==> config.mk <==
export PLATFORM = sky130hd
export DESIGN_NAME = soft_mute_zero
export DESIGN_NICKNAME = d
export VERILOG_FILES = /design/src/rtl/smz_pkg.sv /design/src/rtl/smz_ramp_ctrl.sv /design/src/rtl/smz_gain_path.sv /design/src/rtl/smz_silence_watch.sv /design/src/rtl/soft_mute_zero.sv
export SDC_FILE = /design/constraint.sdc
export NUM_CORES = 1
export LEC_CHECK = 0
export ABC_AREA = 1
export BUFFER_PORTS_ARGS = -buffer_cell sky130_fd_sc_hd__clkbuf_2
export CAP_MARGIN = 20
export CORE_MARGIN = 10
export CORE_UTILIZATION = 50
export CTS_CLUSTER_SIZE = 24
export DETAILED_ROUTE_END_ITERATION = 8
export PLACE_DENSITY = 0.67
export SYNTH_ARGS = -nofsm -noshare
export SYNTH_HDL_FRONTEND = slang
export SYNTH_HIERARCHICAL = 1
export SYNTH_SLANG_ARGS = --single-unit
export TNS_END_PERCENT = 30
==> constraint.sdc <==
create_clock -name clk -period 12.2 [get_ports clk]
set_clock_uncertainty 0.05 [all_clocks]
set_input_delay 0 -clock clk [delete_from_list [all_inputs] [get_ports clk]]
set_output_delay 0 -clock clk [all_outputs]
set_load 0.01 [all_outputs]
==> src/rtl/smz_pkg.sv <==
package smz_pkg;

  // Per-frame commands from the ramp control to the gain datapath.
  typedef struct packed {
    logic capture;   // scale this frame and present it next cycle
    logic stepDown;  // move gain one step toward silence
    logic stepUp;    // move gain one step toward unity
  } smz_strobe_t;

endpackage

==> src/rtl/smz_ramp_ctrl.sv <==
module smz_ramp_ctrl
  import smz_pkg::*;
(
  input  logic        inValid,
  input  logic        muteReq,
  input  logic        atFloor,
  input  logic        atCeil,
  output smz_strobe_t strobe
);

  // The direction follows the request on every frame, so a withdrawn
  // request turns the ramp around at whatever level it has reached.
  always_comb begin
    strobe.capture  = inValid;
    strobe.stepDown = inValid && muteReq && !atFloor;
    strobe.stepUp   = inValid && !muteReq && !atCeil;
  end

endmodule

==> src/rtl/smz_gain_path.sv <==
module smz_gain_path
  import smz_pkg::*;
#(
  parameter int DATA_W = 24,
  parameter int GAIN_W = 10
) (
  input  logic                     clk,
  input  logic                     rstN,
  input  smz_strobe_t              strobe,
  input  logic signed [DATA_W-1:0] inLeft,
  input  logic signed [DATA_W-1:0] inRight,
  output logic                     outValid,
  output logic signed [DATA_W-1:0] outLeft,
  output logic signed [DATA_W-1:0] outRight,
  output logic                     atFloor,
  output logic                     atCeil
);

  localparam int GW     = GAIN_W + 1;
  localparam int PROD_W = DATA_W + GAIN_W + 2;
  localparam logic [GW-1:0] UNITY = GW'(1) << GAIN_W;
  localparam logic signed [PROD_W-1:0] HALF = PROD_W'(1) <<< (GAIN_W - 1);
  localparam int NCH = 2;

  logic [GW-1:0] gain;

  always_ff @(posedge clk or negedge rstN) begin
    if (!rstN)               gain <= UNITY;
    else if (strobe.stepDown) gain <= gain - GW'(1);
    else if (strobe.stepUp)   gain <= gain + GW'(1);
  end

  assign atFloor = (gain == '0);
  assign atCeil  = (gain == UNITY);

  function automatic logic signed [DATA_W-1:0] scaleSample(
    input logic signed [DATA_W-1:0] sample,
    input logic        [GW-1:0]     g
  );
    logic signed [PROD_W-1:0] a;
    logic signed [PROD_W-1:0] b;
    logic signed [PROD_W-1:0] p;
    a = PROD_W'(sample);
    b = $signed(PROD_W'(g));
    p = a * b + HALF;
    return DATA_W'(p >>> GAIN_W);
  endfunction

  logic signed [DATA_W-1:0] chIn  [NCH];
  logic signed [DATA_W-1:0] chOut [NCH];

  assign chIn[0] = inLeft;
  assign chIn[1] = inRight;

  for (genvar ch = 0; ch < NCH; ch++) begin : g_chan
    always_ff @(posedge clk or negedge rstN) begin
      if (!rstN)               chOut[ch] <= '0;
      else if (strobe.capture) chOut[ch] <= scaleSample(chIn[ch], gain);
    end
  end

  always_ff @(posedge clk or negedge rstN) begin
    if (!rstN) outValid <= 1'b0;
    else       outValid <= strobe.capture;
  end

  assign outLeft  = chOut[0];
  assign outRight = chOut[1];

endmodule

==> src/rtl/smz_silence_watch.sv <==
module smz_silence_watch #(
  parameter int DATA_W      = 24,
  parameter int ZERO_FRAMES = 8192
) (
  input  logic              clk,
  input  logic              rstN,
  input  logic              inValid,
  input  logic [DATA_W-1:0] inLeft,
  input  logic [DATA_W-1:0] inRight,
  output logic              zeroFlag
);

  localparam int CNT_W = $clog2(ZERO_FRAMES + 1);
  localparam logic [CNT_W-1:0] LIMIT = CNT_W'(ZERO_FRAMES);

  logic [CNT_W-1:0] runLen;
  logic             silentFrame;

  assign silentFrame = (inLeft == '0) && (inRight == '0);

  always_ff @(posedge clk or negedge rstN) begin
    if (!rstN) runLen <= '0;
    else if (inValid) begin
      if (!silentFrame)        runLen <= '0;
      else if (runLen != LIMIT) runLen <= runLen + CNT_W'(1);
    end
  end

  assign zeroFlag = (runLen == LIMIT);

endmodule

==> src/rtl/soft_mute_zero.sv <==
module soft_mute_zero
  import smz_pkg::*;
#(
  parameter int DATA_W      = 24,
  parameter int GAIN_W      = 10,
  parameter int ZERO_FRAMES = 8192
) (
  input  logic                     clk,
  input  logic                     rstN,
  input  logic                     inValid,
  input  logic signed [DATA_W-1:0] inLeft,
  input  logic signed [DATA_W-1:0] inRight,
  input  logic                     muteReq,
  output logic                     outValid,
  output logic signed [DATA_W-1:0] outLeft,
  output logic signed [DATA_W-1:0] outRight,
  output logic                     zeroFlag
);

  smz_strobe_t strobe;
  logic        atFloor;
  logic        atCeil;

  smz_ramp_ctrl u_ctrl (
    .inValid (inValid),
    .muteReq (muteReq),
    .atFloor (atFloor),
    .atCeil  (atCeil),
    .strobe  (strobe)
  );

  smz_gain_path #(.DATA_W(DATA_W), .GAIN_W(GAIN_W)) u_path (
    .clk      (clk),
    .rstN     (rstN),
    .strobe   (strobe),
    .inLeft   (inLeft),
    .inRight  (inRight),
    .outValid (outValid),
    .outLeft  (outLeft),
    .outRight (outRight),
    .atFloor  (atFloor),
    .atCeil   (atCeil)
  );

  smz_silence_watch #(.DATA_W(DATA_W), .ZERO_FRAMES(ZERO_FRAMES)) u_watch (
    .clk      (clk),
    .rstN     (rstN),
    .inValid  (inValid),
    .inLeft   (inLeft),
    .inRight  (inRight),
    .zeroFlag (zeroFlag)
  );

endmodule

# ---- Word level (Yosys, flattened, before mapping)
# Cells that the tools add are included.
# Widths: inputs -> output; s select.
dict set report word_totals {
  regBits 74
  in_bits 52
  out_inout_bits 50
}
dict set report op_classes {
  reduce_logical 13
  mux 4
  addsub 5
  n_eq_ne 4
  multipliers 2
}
# cell n
set ops {}
lappend ops {{$add 34x11->34 const B} 2}
lappend ops {{$mul 24x12->34} 2}
lappend ops {{$logic_not 24->1} 2}
lappend ops {{$mux 14} 2}
lappend ops {{$mux 11} 2}
lappend ops {{$add 14x1->14 const B} 1}
lappend ops {{$eq 14x14->1 const B} 1}
lappend ops {{$ne 14x14->1 const B} 1}
lappend ops {{$add 11x1->11 const B} 1}
lappend ops {{$eq 11x11->1 const B} 1}
lappend ops {{$logic_not 11->1} 1}
lappend ops {{$sub 11x1->11 const B} 1}
lappend ops {{$logic_and 1x1->1} 5}
lappend ops {{$logic_not 1->1} 3}
lappend ops {{$ne 2x2->1 const B} 1}
lappend ops {{$reduce_and 2->1} 1}
lappend ops {{$reduce_bool 2->1} 1}

# ---- Logic depth before layout (Yosys ltp)
dict set report depth {
  ltp_word 5
  mapped_depth 26
}

# ---- Cells and area by module
# Netlist, hierarchy kept.
# mod instances seq_area_each_um2 area_each_um2 cells_per_inst
set by_module_without_submodules {}
lappend by_module_without_submodules {smz_gain_path 1 1502.7 22392.7 3068}
lappend by_module_without_submodules {smz_silence_watch 1 350.3 1232.4 204}
lappend by_module_without_submodules {smz_ramp_ctrl 1 0.0 28.8 6}

# ---- Worst setup path after synthesis
# OpenSTA, ideal clock, no wires.
dict set report synth_timing {
  path_type {register to register}
  start {register u_path.gain[6]}
  end {register u_path.chOut (netlist bit u_path/outRight[6])}
  path_stages_with_launch 21
  setup_time_ps 118
  path_buffers 3
  required_time_ps 12032
  slack_ps 7089
  synth_period_minus_slack_ps 5111
  arrival_ps 4943
  path_cell_list {dfrtp_1 > clkbuf_1 > clkbuf_1 > buf_1 > nand2_1 > fa_1 > inv_1 > fa_1 > fa_1 > fa_1 > inv_1 > fa_1 > inv_1 > ha_1 > a21oi_1 > o21ai_0 > a21oi_1 > nand2_1 > or2_2 > nand3_1 > nand2_1}
}
dict set report synth_via {
  elab_chain_len 2
}
# item line_no
set synth_lines {}
lappend synth_lines {{start: declaration} smz_gain_path.sv:25} ;# logic [GW-1:0] gain;
lappend synth_lines {{start signal: assignment} smz_gain_path.sv:29} ;# else if (strobe.stepDown) gain <= gain - GW'(1);
lappend synth_lines {{start signal: assignment} smz_gain_path.sv:30} ;# else if (strobe.stepUp) gain <= gain + GW'(1);
lappend synth_lines {{$mul 24x12->34} smz_gain_path.sv:45} ;# p = a * b + HALF;
lappend synth_lines {{$add 34x11->34} smz_gain_path.sv:45}
lappend synth_lines {{end signal: indexed assignment} smz_gain_path.sv:58} ;# else if (strobe.capture) chOut[ch] <= scaleSample(chIn[ch], gain);
lappend synth_lines {{end: declaration} smz_gain_path.sv:50} ;# logic signed [DATA_W-1:0] chOut [NCH];
# Every way passes these cells.
# A chain may end at the register's enable or synchronous reset.

# ---- Final worst setup path
dict set report layout_timing {
  start {register u_path.gain[3]}
  end {register u_path.chOut (netlist bit u_path/outLeft[23])}
}
# The elaborated chain is that of the path after synthesis.

==> impl_metrics.csv <==
group,metric,value,unit
status,outcome,"finished clean",
critical_path,critPathRequiredTime,12.41,ns
floorplan,io_pins,102,
timing,unrepaired_setup_endpoints_after_global_routing,"no",
yosys,seq_area_frac_synth,7.83,%
timing,max-slew-margin-rel,31.8,%
cells_and_area,post-route-cell-area,24900,um^2
flow_run,cap_viol_max_count,0,
yosys,synth-warning-count,6,
timing,setup-tns-final,0,ns
detailed_routing,vias,19942,
timing,tightestPinTransition,1.02,ns
critical_path,critical_path.n_buffers_inverters,6,
critical_path,crit_start,"u_path/gain[3]$_DFFE_PN0P_",
clock_tree,ctsLongestPathBuffers,2,
yosys,synth.ff_latch_count,74,
detailed_routing,routed_wirelength,66.7,mm
global_route,grt_pass1_vias,21589,
yosys,post_synth.cell_area_avg,7.22,um^2
detailed_routing,drt-wirelength-per-cell,17.1,um
critical_path,critical_path_cell_sequence,"buf_4 > nand2_1 > fa_1 > inv_1 > fa_1 > inv_1 > fa_1 > inv_1 > fa_1 > fa_1 > ha_1 > nand2_1 > nor3_1 > nand2_1 > inv_1 > nand2_1 > nand2_1 > inv_1 > nand2_1 > nand2_1 > nand3_1 > nand2_1",
cells_and_area,multi_input_comb_area,17800,um^2
global_route,global_route_wire_length_before_repair,111,mm
placement,gp_congestion,0.929,
critical_path,cp_common_cell,"nand2_1",
clock_tree,clock_sinks,74,
floorplan,dieHeight,238,um
critical_path,critPathSlowestCell,"dfrtp_1",
critical_path,critical_path_stages,22,
critical_path,ff_to_ff_path_depth,22,
yosys,net_count_of_the_mapped_netlist,3970,
detailed_routing,route.detailed.drc,0,
global_route,antenna_found_initial,3,
critical_path,end_kind,"register",
critical_path,critical-path-max-stage-delay,1.01,ns
cells_and_area,postLayoutCoreUtil,53.3,%
critical_path,rr_endpoint,"u_path/outLeft[23]$_DFFE_PN0P_",
timing,final-setup-viol-count,0,
cells_and_area,area.growth.synth_to_final,5.09,%
worst_hold_path,hold_path.class,"input pin to async pin",
yosys,synth_cell_type_count,38,
timing,period_minus_slack,6.24,ns
critical_path,critical_path.endpoint,"u_path/outLeft[23]$_DFFE_PN0P_",
cells_and_area,layout.filler_cells,4624,
clock_tree,root_buffer,"clkbuf_16",
placement,place_hpwl,53.8,mm
timing,share_of_the_clock_period_used_by_the_worst_path,51.1,%
clock_tree,worst_setup_hold_path_clk_slew,0.08,ns
critical_path,crit_arrival,6.45,ns
yosys,synthesis.area,23700,um^2
cells_and_area,final_layout_size_suffix_gt1_share,4.94,%
floorplan,rows,79,
timing,final_critical_path_setup_slack,5.96,ns
detailed_routing,routed_via_density,5.12,
critical_path,timing.critical_path.fanout_max,27,
clock_tree,post_cts_resized,0,
detailed_routing,drtPass1Iterations,7,
critical_path,worst_r2r_startpoint,"u_path/gain[3]$_DFFE_PN0P_",
critical_path,path_delay_family,"adder cells",
placement,place_ws,6.05,ns
cells_and_area,area_taken_by_flip_flops_and_latches,1860,um^2
critical_path,path_class,"register to register",
critical_path,startpoint_type,"register",
timing,hold_viol,0,
floorplan,floorplan.initialDensity,50.7,%
yosys,dominantRegCellSynth,"dfrtp_1",
global_route,groute.usage.overall,24.8,%
placement,port_buffers,101,
floorplan,core_region_area,46700,um^2
floorplan,floorplan.die_area,56400,um^2
clock_tree,worstSkewPairLatency,0.38,ns
placement,area_after_dpl,24500,um^2
floorplan,die-width,238,um
yosys,synth-async-reset-ratio,100,%
clock_tree,tritoncts,"done",
clock_tree,tritoncts_buffer_count,9,
cells_and_area,finalNetCount,3969,
yosys,synthesis.instances,3278,
critical_path,r2r_setup_slack,5.96,ns
clock_tree,cts_max_level,3,
yosys,synth_edf_count,0,
global_route,grt_start_max_net_pins,64,
global_route,global_route.overflow_total,0,
detailed_routing,detailed_route_iter0_violations,1248,
detailed_routing,route.antenna.remaining_nets,0,
timing,slew_viol_final,0,
timing,achievable-frequency,160,MHz
## area by class of cell
| cell class | instances | area share (%) |
|---|---|---|
| Clock buffer | 10 | 0.961 |
| Sequential cell | 74 | 7.47 |
| Clock inverter | 6 | 0.292 |
| Antenna cell | 3 | 0.0302 |
| Tap cell | 607 | 3.06 |
| Timing Repair Buffer | 116 | 2.51 |
| Inverter | 925 | 14.0 |
| Multi-Input combinational cell | 2151 | 71.7 |
## state kept, by name, indices dropped and copies added, names as in the netlist
| register | count |
|---|---|
| u_path/outLeft | 24 |
| u_path/outRight | 24 |
| u_watch/runLen | 14 |
| u_path/gain | 11 |
| u_path/outValid | 1 |
## how the worst min path moves through the flow
stage	cells past startpoint	start	slack [ns]	to
final	2	rstN	0.03	u_path/gain[2]$_DFFE_PN0P_
after CTS	2	rstN	0.006	u_path/gain[2]$_DFFE_PN0P_
after floorplan	0	rstN	-0.35	u_path/gain[0]$_DFFE_PN0P_
after global placement	1	rstN	-0.18	u_path/gain[5]$_DFFE_PN0P_
after detailed placement	1	rstN	-0.18	u_path/gain[5]$_DFFE_PN0P_
after global routing	2	rstN	0.06	u_path/gain[2]$_DFFE_PN0P_
## cells in the final DEF, fill, tap and decap left out, types with 3 or more instances in the layout
master / instances
clkbuf_16: 9
o21ai_0: 58
a21o_1: 5
nand3_1: 104
nand4_1: 38
clkbuf_2: 100
nand3_2: 3
a21oi_1: 68
a31oi_1: 9
dfrtp_1: 69
buf_4: 15
nor2_1: 164
ha_1: 191
fa_1: 449
o21bai_1: 7
nand3b_1: 6
nor3_1: 7
nand2_2: 5
nor2_2: 8
o21ai_1: 3
xnor2_1: 17
inv_1: 924
dfrtp_2: 4
diode_2: 3
xor2_1: 13
nand2_1: 972
nor4_1: 8
or2_2: 6
## cells in the mapped netlist, drive strengths merged (2+ instances only)
| master | number | area (um^2) |
|---|---|---|
| nand2 | 978 | 3690 |
| inv | 925 | 3470 |
| fa | 449 | 8990 |
| ha | 191 | 2390 |
| nor2 | 173 | 677 |
| clkbuf | 109 | 413 |
| nand3 | 107 | 551 |
| dfrtp | 73 | 1830 |
| a21oi | 68 | 340 |
| o21ai | 61 | 305 |
| nand4 | 38 | 238 |
| buf | 19 | 90.1 |
| xnor2 | 17 | 149 |
| xor2 | 13 | 114 |
| a31oi | 9 | 56.3 |
| nor4 | 8 | 50.1 |
| nor3 | 7 | 35.0 |
| o21bai | 7 | 52.6 |
| or2 | 7 | 43.8 |
| nand3b | 6 | 45.0 |
| a21o | 5 | 37.5 |
| a21boi | 2 | 15.0 |
| o21a | 2 | 15.0 |
## layer usage
metal,up-vias,track usage [%],wire length [um],part of all wire (%)
met1,9789,28.3,25900,39
met5,-,0,0,0
li1,9396,-,-,-
met2,608,44.9,34000,51
met4,0,13.0,3640,5.5
met3,149,2.90,3150,4.7
## what timing repair did
item	CTS	global route
buffers inserted	0	0
hold buffers	1	0
endpoints found under the hold margin	11	0
## stage by stage
stage | hold slack [ns] | instances
final | 0.0289 | 3892
after global routing | 0.0591 | 3891
after CTS | 0.00617 | 3889
after detailed placement | -0.182 | 3872
after global placement | -0.185 | 3872
after floorplan | -0.346 | 3278
## cells by family (layout without fill, tap and decap cells)
group | Yosys count | count (layout) | share of synthesized area [%]
xor gates and xnor gates | 30 | 30 | 1.11
AOI/OAI and AO/OA | 154 | 154 | 3.48
adders and majority gates | 640 | 640 | 48.1
other | 0 | 3 | 0
buffers and inverters | 1053 | 1057 | 16.8
DFF | 74 | 74 | 7.83
and+or+nand+nor | 1327 | 1327 | 22.7
Power is left out: the tool's default activity adds up to more than one toggle a clock period on the data nets, which glitch-free logic cannot reach.
